==> config.mk <==
export PLATFORM = sky130hd
export DESIGN_NAME = sc_datapath
export DESIGN_NICKNAME = d
export VERILOG_FILES = /design/src/rtl/dp_pkg.sv /design/src/rtl/dp_decode.sv /design/src/rtl/dp_regfile.sv /design/src/rtl/dp_alu.sv /design/src/rtl/dp_pc.sv /design/src/rtl/sc_datapath.sv
export SDC_FILE = /design/constraint.sdc
export NUM_CORES = 2
export LEC_CHECK = 0
export CORE_UTILIZATION = 56
export DETAILED_ROUTE_END_ITERATION = 8
export GPL_TIMING_DRIVEN = 0
export PLACE_DENSITY = 0.78
export SLEW_MARGIN = 20
export SYNTH_ARGS = -nofsm -noshare
export SYNTH_HDL_FRONTEND = slang
export SYNTH_HIERARCHICAL = 1
export SYNTH_SLANG_ARGS = --single-unit
==> constraint.sdc <==
create_clock -name clk_i -period 8 [get_ports clk_i]
set_clock_uncertainty 0.2 [all_clocks]
set_input_delay 0.8 -clock clk_i [delete_from_list [all_inputs] [get_ports clk_i]]
set_output_delay 0.8 -clock clk_i [all_outputs]
set_load 0.01 [all_outputs]
==> src/rtl/dp_pkg.sv <==
`timescale 1ns/1ps
package dp_pkg;
  localparam int unsigned REG_AW = 5;
  localparam int unsigned NREGS  = 1 << REG_AW;
  localparam int unsigned IMM_W  = 16;

  localparam logic [5:0] OP_RTYPE = 6'b000000;
  localparam logic [5:0] OP_LW    = 6'b100011;
  localparam logic [5:0] OP_SW    = 6'b101011;
  localparam logic [5:0] OP_BEQ   = 6'b000100;
  localparam logic [5:0] FN_ADD   = 6'b100000;

  typedef enum logic [0:0] {ALU_ADD = 1'b0, ALU_SUB = 1'b1} alu_op_e;

  typedef struct packed {
    logic [5:0]        opcode;
    logic [REG_AW-1:0] rs;
    logic [REG_AW-1:0] rt;
    logic [REG_AW-1:0] rd;
    logic [4:0]        shamt;
    logic [5:0]        funct;
  } instr_fields_t;

  typedef struct packed {
    logic    reg_we;
    logic    dst_rt;
    logic    load;
    logic    store;
    logic    branch;
    logic    use_imm;
    alu_op_e alu_op;
  } ctrl_t;
endpackage

==> src/rtl/dp_decode.sv <==
`timescale 1ns/1ps
module dp_decode
  import dp_pkg::*;
(
  input  logic [31:0] instr_i,
  output ctrl_t       ctrl_o
);
  instr_fields_t f;
  assign f = instr_fields_t'(instr_i);

  always_comb begin
    ctrl_o = '{reg_we: 1'b0, dst_rt: 1'b0, load: 1'b0, store: 1'b0,
               branch: 1'b0, use_imm: 1'b0, alu_op: ALU_ADD};
    unique case (f.opcode)
      OP_RTYPE: if (f.funct == FN_ADD) ctrl_o.reg_we = 1'b1;
      OP_LW: begin
        ctrl_o.reg_we  = 1'b1;
        ctrl_o.dst_rt  = 1'b1;
        ctrl_o.load    = 1'b1;
        ctrl_o.use_imm = 1'b1;
      end
      OP_SW: begin
        ctrl_o.store   = 1'b1;
        ctrl_o.use_imm = 1'b1;
      end
      OP_BEQ: begin
        ctrl_o.branch = 1'b1;
        ctrl_o.alu_op = ALU_SUB;
      end
      default: ;
    endcase
  end
endmodule

==> src/rtl/dp_regfile.sv <==
`timescale 1ns/1ps
module dp_regfile #(
  parameter int unsigned DW = 32,
  parameter int unsigned AW = 5
) (
  input  logic          clk_i,
  input  logic          rst_ni,
  input  logic [AW-1:0] ra_i,
  input  logic [AW-1:0] rb_i,
  output logic [DW-1:0] rdata_a_o,
  output logic [DW-1:0] rdata_b_o,
  input  logic          we_i,
  input  logic [AW-1:0] wa_i,
  input  logic [DW-1:0] wd_i
);
  localparam int unsigned N = 1 << AW;

  logic [N-1:0][DW-1:0] regs_q;

  // entry 0 is never written, so it stays at its reset value of zero
  always_ff @(posedge clk_i or negedge rst_ni) begin
    if (!rst_ni) begin
      regs_q <= '0;
    end else if (we_i && (wa_i != '0)) begin
      regs_q[wa_i] <= wd_i;
    end
  end

  assign rdata_a_o = regs_q[ra_i];
  assign rdata_b_o = regs_q[rb_i];
endmodule

==> src/rtl/dp_alu.sv <==
`timescale 1ns/1ps
module dp_alu
  import dp_pkg::*;
#(
  parameter int unsigned DW = 32
) (
  input  logic [DW-1:0] a_i,
  input  logic [DW-1:0] b_i,
  input  alu_op_e       op_i,
  output logic [DW-1:0] y_o,
  output logic          zero_o
);
  logic [DW-1:0] b_eff;
  logic          cin;

  // one adder; subtraction through inverted operand and carry-in
  assign b_eff  = (op_i == ALU_SUB) ? ~b_i : b_i;
  assign cin    = (op_i == ALU_SUB);
  assign y_o    = a_i + b_eff + {{(DW-1){1'b0}}, cin};
  assign zero_o = (y_o == '0);
endmodule

==> src/rtl/dp_pc.sv <==
`timescale 1ns/1ps
module dp_pc #(
  parameter int unsigned DW = 32
) (
  input  logic          clk_i,
  input  logic          rst_ni,
  input  logic          taken_i,
  input  logic [DW-1:0] offset_i,
  output logic [DW-1:0] pc_o
);
  localparam logic [DW-1:0] STEP = DW'(4);

  logic [DW-1:0] pc_q, pc_inc, pc_next;

  assign pc_inc  = pc_q + STEP;
  assign pc_next = taken_i ? pc_inc + {offset_i[DW-3:0], 2'b00} : pc_inc;

  always_ff @(posedge clk_i or negedge rst_ni) begin
    if (!rst_ni) pc_q <= '0;
    else         pc_q <= pc_next;
  end

  assign pc_o = pc_q;
endmodule

==> src/rtl/sc_datapath.sv <==
`timescale 1ns/1ps
module sc_datapath
  import dp_pkg::*;
#(
  parameter int unsigned DW = 32
) (
  input  logic              clk_i,
  input  logic              rst_ni,
  input  logic [31:0]       instr_i,
  input  logic [DW-1:0]     dmem_rdata_i,
  output logic [DW-1:0]     pc_o,
  output logic              dmem_we_o,
  output logic [DW-1:0]     dmem_addr_o,
  output logic [DW-1:0]     dmem_wdata_o,
  output logic              rf_we_o,
  output logic [REG_AW-1:0] rf_waddr_o,
  output logic [DW-1:0]     rf_wdata_o,
  output logic              branch_taken_o
);
  instr_fields_t     f;
  ctrl_t             ctrl;
  logic [DW-1:0]     rs_val, rt_val, imm_ext, alu_b, alu_y;
  logic              alu_zero;
  logic [REG_AW-1:0] waddr;

  assign f       = instr_fields_t'(instr_i);
  assign imm_ext = {{(DW-IMM_W){instr_i[IMM_W-1]}}, instr_i[IMM_W-1:0]};

  dp_decode u_dec (
    .instr_i (instr_i),
    .ctrl_o  (ctrl)
  );

  dp_regfile #(.DW(DW), .AW(REG_AW)) u_rf (
    .clk_i     (clk_i),
    .rst_ni    (rst_ni),
    .ra_i      (f.rs),
    .rb_i      (f.rt),
    .rdata_a_o (rs_val),
    .rdata_b_o (rt_val),
    .we_i      (rf_we_o),
    .wa_i      (waddr),
    .wd_i      (rf_wdata_o)
  );

  assign alu_b = ctrl.use_imm ? imm_ext : rt_val;

  dp_alu #(.DW(DW)) u_alu (
    .a_i    (rs_val),
    .b_i    (alu_b),
    .op_i   (ctrl.alu_op),
    .y_o    (alu_y),
    .zero_o (alu_zero)
  );

  assign branch_taken_o = ctrl.branch & alu_zero;

  dp_pc #(.DW(DW)) u_pc (
    .clk_i    (clk_i),
    .rst_ni   (rst_ni),
    .taken_i  (branch_taken_o),
    .offset_i (imm_ext),
    .pc_o     (pc_o)
  );

  assign waddr        = ctrl.dst_rt ? f.rt : f.rd;
  assign rf_waddr_o   = waddr;
  assign rf_we_o      = ctrl.reg_we && (waddr != '0);
  assign rf_wdata_o   = ctrl.load ? dmem_rdata_i : alu_y;
  assign dmem_we_o    = ctrl.store;
  assign dmem_addr_o  = alu_y;
  assign dmem_wdata_o = rt_val;
endmodule

==> run_results.csv <==
group,metric,value,unit
synthesis,synth-edff-count,0,
drt,viasPerCell,6.69,
synthesis,synth.area.mux_share,0.356,
critical_path,crit_start,"instr_i[21]",
critical_path,r2r_start,"u_rf/regs_q[0]",
critical_path,cp-start-kind,"primary input",
layout,syn_to_final_growth,15.1,%
drt,firstDrtPassIters,9,
synthesis,synth.avg_cell_area,11.4,um^2
grt,grt_pass1_wl,334,mm
synthesis,synthSimpleGateAreaFrac,0.0611,
synthesis,synth_xor_xnor_area_share,0.0153,
layout,final_cell_mix,"dfrtp_1 (1054), mux2i_1 (1023), mux2_2 (1012), nand2_1 (276), a21oi_1 (272)",
floorplan,chipHeight,335,um
synthesis,synthAdderAreaFrac,0.0147,
critical_path,crit_family,"simple AND/OR/NAND/NOR gates",
timing,max_freq,124,MHz
placement,place_congestion,1.08,
synthesis,yosys.area.top_type,"dfrtp_1",
timing,tns,-0.0945,ns
timing,fin_crit_sh,1.01,
grt,antenna_found_initial,11,
layout,fillers,8555,
drt,final_antenna_net_count,0,
timing,maxSlewHeadroom,0.265,
synthesis,synth_top_family_by_area,"multiplexers",
placement,port_buffers,198,
timing,setup_viol,2,
pwr,max-vdd-ir-drop,0.187,mV
synthesis,synth_top_cell_area_share,0.424,
drt,vias,49400,
floorplan,die_area,0.112,mm^2
pwr,internal-power,9800,uW
pwr,seqPwrFrac,0.380,
worst_hold_path,hp-class,"reg2reg",
floorplan,num_rows,121,
placement,placed_area,0.0663,mm^2
pwr,power-per-cell-area,203,mW/mm^2
clocking,clock_latency,0.74,ns
clocking,cts.clk_slew.worst_paths,0.06,ns
floorplan,die_width,335,um
drt,drt_iter0_drc,6213,
grt,grt_max_degree,147,
synthesis,ys.warnings.count,6,
layout,fin_nets,5950,
pwr,switching_share,0.327,
grt,track_usage,0.413,
layout,post-route-util,0.654,
synthesis,synth_ff_type,"dfrtp_1",
critical_path,required,7.00,ns
timing,tightest_slew,1.09,ns
critical_path,setup.worst_path.end_class,"output pin",
critical_path,cp_slowest_stage_delay,0.58,ns
clocking,cts_inserted_buffers,114,
synthesis,synth-seq-cells,1054,
critical_path,worstPathCellList,"clkdlybuf4s50_1 -> and2_1 -> buf_4 -> clkbuf_2 -> a21oi_1 -> a31oi_2 -> nand3_1 -> ha_1 -> nor2b_1 -> o2111a_2 -> or2_4 -> xor2_2 -> or4b_1 -> or4_4 -> nor4b_4 -> nand4b_1 -> nor4_2 -> and2_4 -> clkdlybuf4s50_1",
synthesis,async_reset_ff_frac,1.00,
pwr,p_sw,4760,uW
worst_hold_path,min_from,"u_rf/regs_q[6]",
synthesis,ys_types,94,
floorplan,core,0.109,mm^2
critical_path,cp_max_fo,10,
timing,period_needed,8.06,ns
clocking,root_buffer,"clkbuf_16",
floorplan,start_util,0.568,
critical_path,cp.arrival,7.06,ns
run_status,outcome,"complete, but fails checks",
synthesis,synthCells,5480,
drt,drc,0,
pwr,p_leak,0.0354,uW
grt,overflow,0,
synthesis,ys_seq_area_frac,0.424,
synthesis,synth_compound_area_frac,0.0878,
timing,holdWs,0.280,ns
floorplan,floorplan.io_pins,202,
drt,wl_per_cell,31.9,um
timing,postLayoutSetupSlackWorst,-0.0558,ns
layout,layout_commonest_cell,"dfrtp_1",
layout,drive_gt1_frac,0.292,
run,cap_violations,0,
layout,design_area,0.0716,mm^2
clocking,cts_sinks,1054,
clocking,htree_levels,3,
pwr,clkPwrFrac,0.389,
critical_path,worst_path_most_repeated_cell,"clkdlybuf4s50_1",
run_status,violations,"negative setup slack",
placement,hpwl,180,mm
synthesis,synthTopCellsByArea,"dfrtp_1 (42%), mux2_2 (18%), mux2i_1 (16%)",
synthesis,syn_area,0.0622,mm^2
timing,finalHoldViolations,0,
drt,finalWirelength,236,mm
pwr,pwr-share-comb,0.231,
critical_path,critPathBufInv,4,
clocking,cts_tree,"built",
critical_path,path_class,"in2out",
timing,drv_slew,0,
grt,grt_pass1_vias,48900,
clocking,clk_path_buf_depth,3,
critical_path,crit_slowest_cell,"clkdlybuf4s50_1",
==> per-layer routing <==
| metal | vias to the layer above | share of wire | GRT usage |
|---|---|---|---|
| met2 | 3098 | 0.43 | 0.606 |
| met4 | 14 | 0.075 | 0.286 |
| li1 | 20800 | - | - |
| met1 | 24600 | 0.37 | 0.506 |
| met5 | - | 0.00090 | 0.00868 |
| met3 | 842 | 0.13 | 0.147 |
==> final timing paths <==
kind | endpoint | slack (ns) | cells past startpoint
max in group asynchronous | u_rf/regs_q[207] | 3.75 | 7
setup / recovery | branch_taken_o | -0.06 | 19
hold reg to reg | u_rf/regs_q[6] | 0.28 | 1
setup reg to reg | u_pc/pc_o[18] | 1.24 | 22
min in group asynchronous | u_pc/pc_o[3] | 0.48 | 2
hold / removal | u_rf/regs_q[6] | 0.28 | 1
==> power groups by stage <==
| stage | Combinational [uW] | Clock, uW | Sequential [uW] |
|---|---|---|---|
| 2_1_floorplan | 1550 | 0 | 5590 |
| 3_3_place_gp | 3040 | 0 | 5640 |
| 3_5_place_dp | 3100 | 0 | 5620 |
| 4_1_cts | 3180 | 5680 | 5520 |
| 5_1_grt | 3450 | 5880 | 5530 |
| 6_report | 3360 | 5660 | 5530 |
==> registers in the layout, summed over array words and instances, names as in the netlist <==
signal       count
u_rf/regs_q   1024
u_pc/pc_o       30
==> layout make-up <==
type	instances	area, um^2	area share
Antenna cell	5	12.5	0.000175
Buffer	510	3090	0.0432
Clock buffer	150	3290	0.0460
Clock inverter	58	711	0.00993
Inverter	38	143	0.00199
Multi-Input combinational cell	3875	33800	0.472
Sequential cell	1054	26400	0.368
Tap cell	1476	1850	0.0258
Timing Repair Buffer	219	2300	0.0321
==> metrics by stage <==
stage          total power (uW)  worst slack (ns)  instances
2_1_floorplan              7140              1.42       5481
3_3_place_gp               8680            -41.43       7155
3_5_place_dp               8720             -1.87       7164
4_1_cts                   14400          -0.00364       7377
5_1_grt                   14900           -0.0591       7380
6_report                  14600           -0.0558       7385
==> synth_stat cells (5+ instances only) <==
library cell	instances
buf_1	24
o21bai_1	9
buf_4	63
nand4_1	19
a21o_1	16
a22o_1	128
nor2_1	93
a31oi_1	70
mux2_1	36
nand2_1	276
xor2_1	62
nor3_1	89
nand3_1	221
o21ai_0	60
o21a_1	5
and3_1	14
ha_1	70
mux2_2	1011
mux2i_1	1025
o22ai_1	6
dfrtp_1	1054
xnor2_1	45
nor2b_1	16
clkbuf_1	248
and2_1	10
a22oi_1	193
a21oi_1	276
a211oi_1	10
buf_2	170
inv_1	38
or3_1	9
nand2b_1	13
o211ai_1	5
==> worst register-to-register path, delay by kind of cell (launching register included) <==
kind / cells / cell delay [ns]
DFF: 1 / 0.38
AOI/OAI and AO/OA: 4 / 0.84
buffers and inverters: 2 / 0.95
adders and majority gates: 1 / 0.27
xor gates and xnor gates: 1 / 0.21
muxes: 3 / 0.67
and+or+nand+nor: 11 / 3.16
==> repair_timing <==
action                                  in CTS  in global routing
resized for setup                          320                134
cloned                                       0                  0
endpoints found under the setup margin     109                  6
hold endpoints to repair                    91                  0
hold buffers                                 1                  0
buffers inserted                             7                  4
pin swaps                                    8                  2
==> cell families after synthesis <==
group / Yosys count
xor+xnor: 108
buf+inv: 552
fa+ha+maj: 72
simple gates: 799
flops: 1054
compound gates: 818
other cells: 1
mux: 2076
No activity file was read; power rests on OpenSTA's default activity.
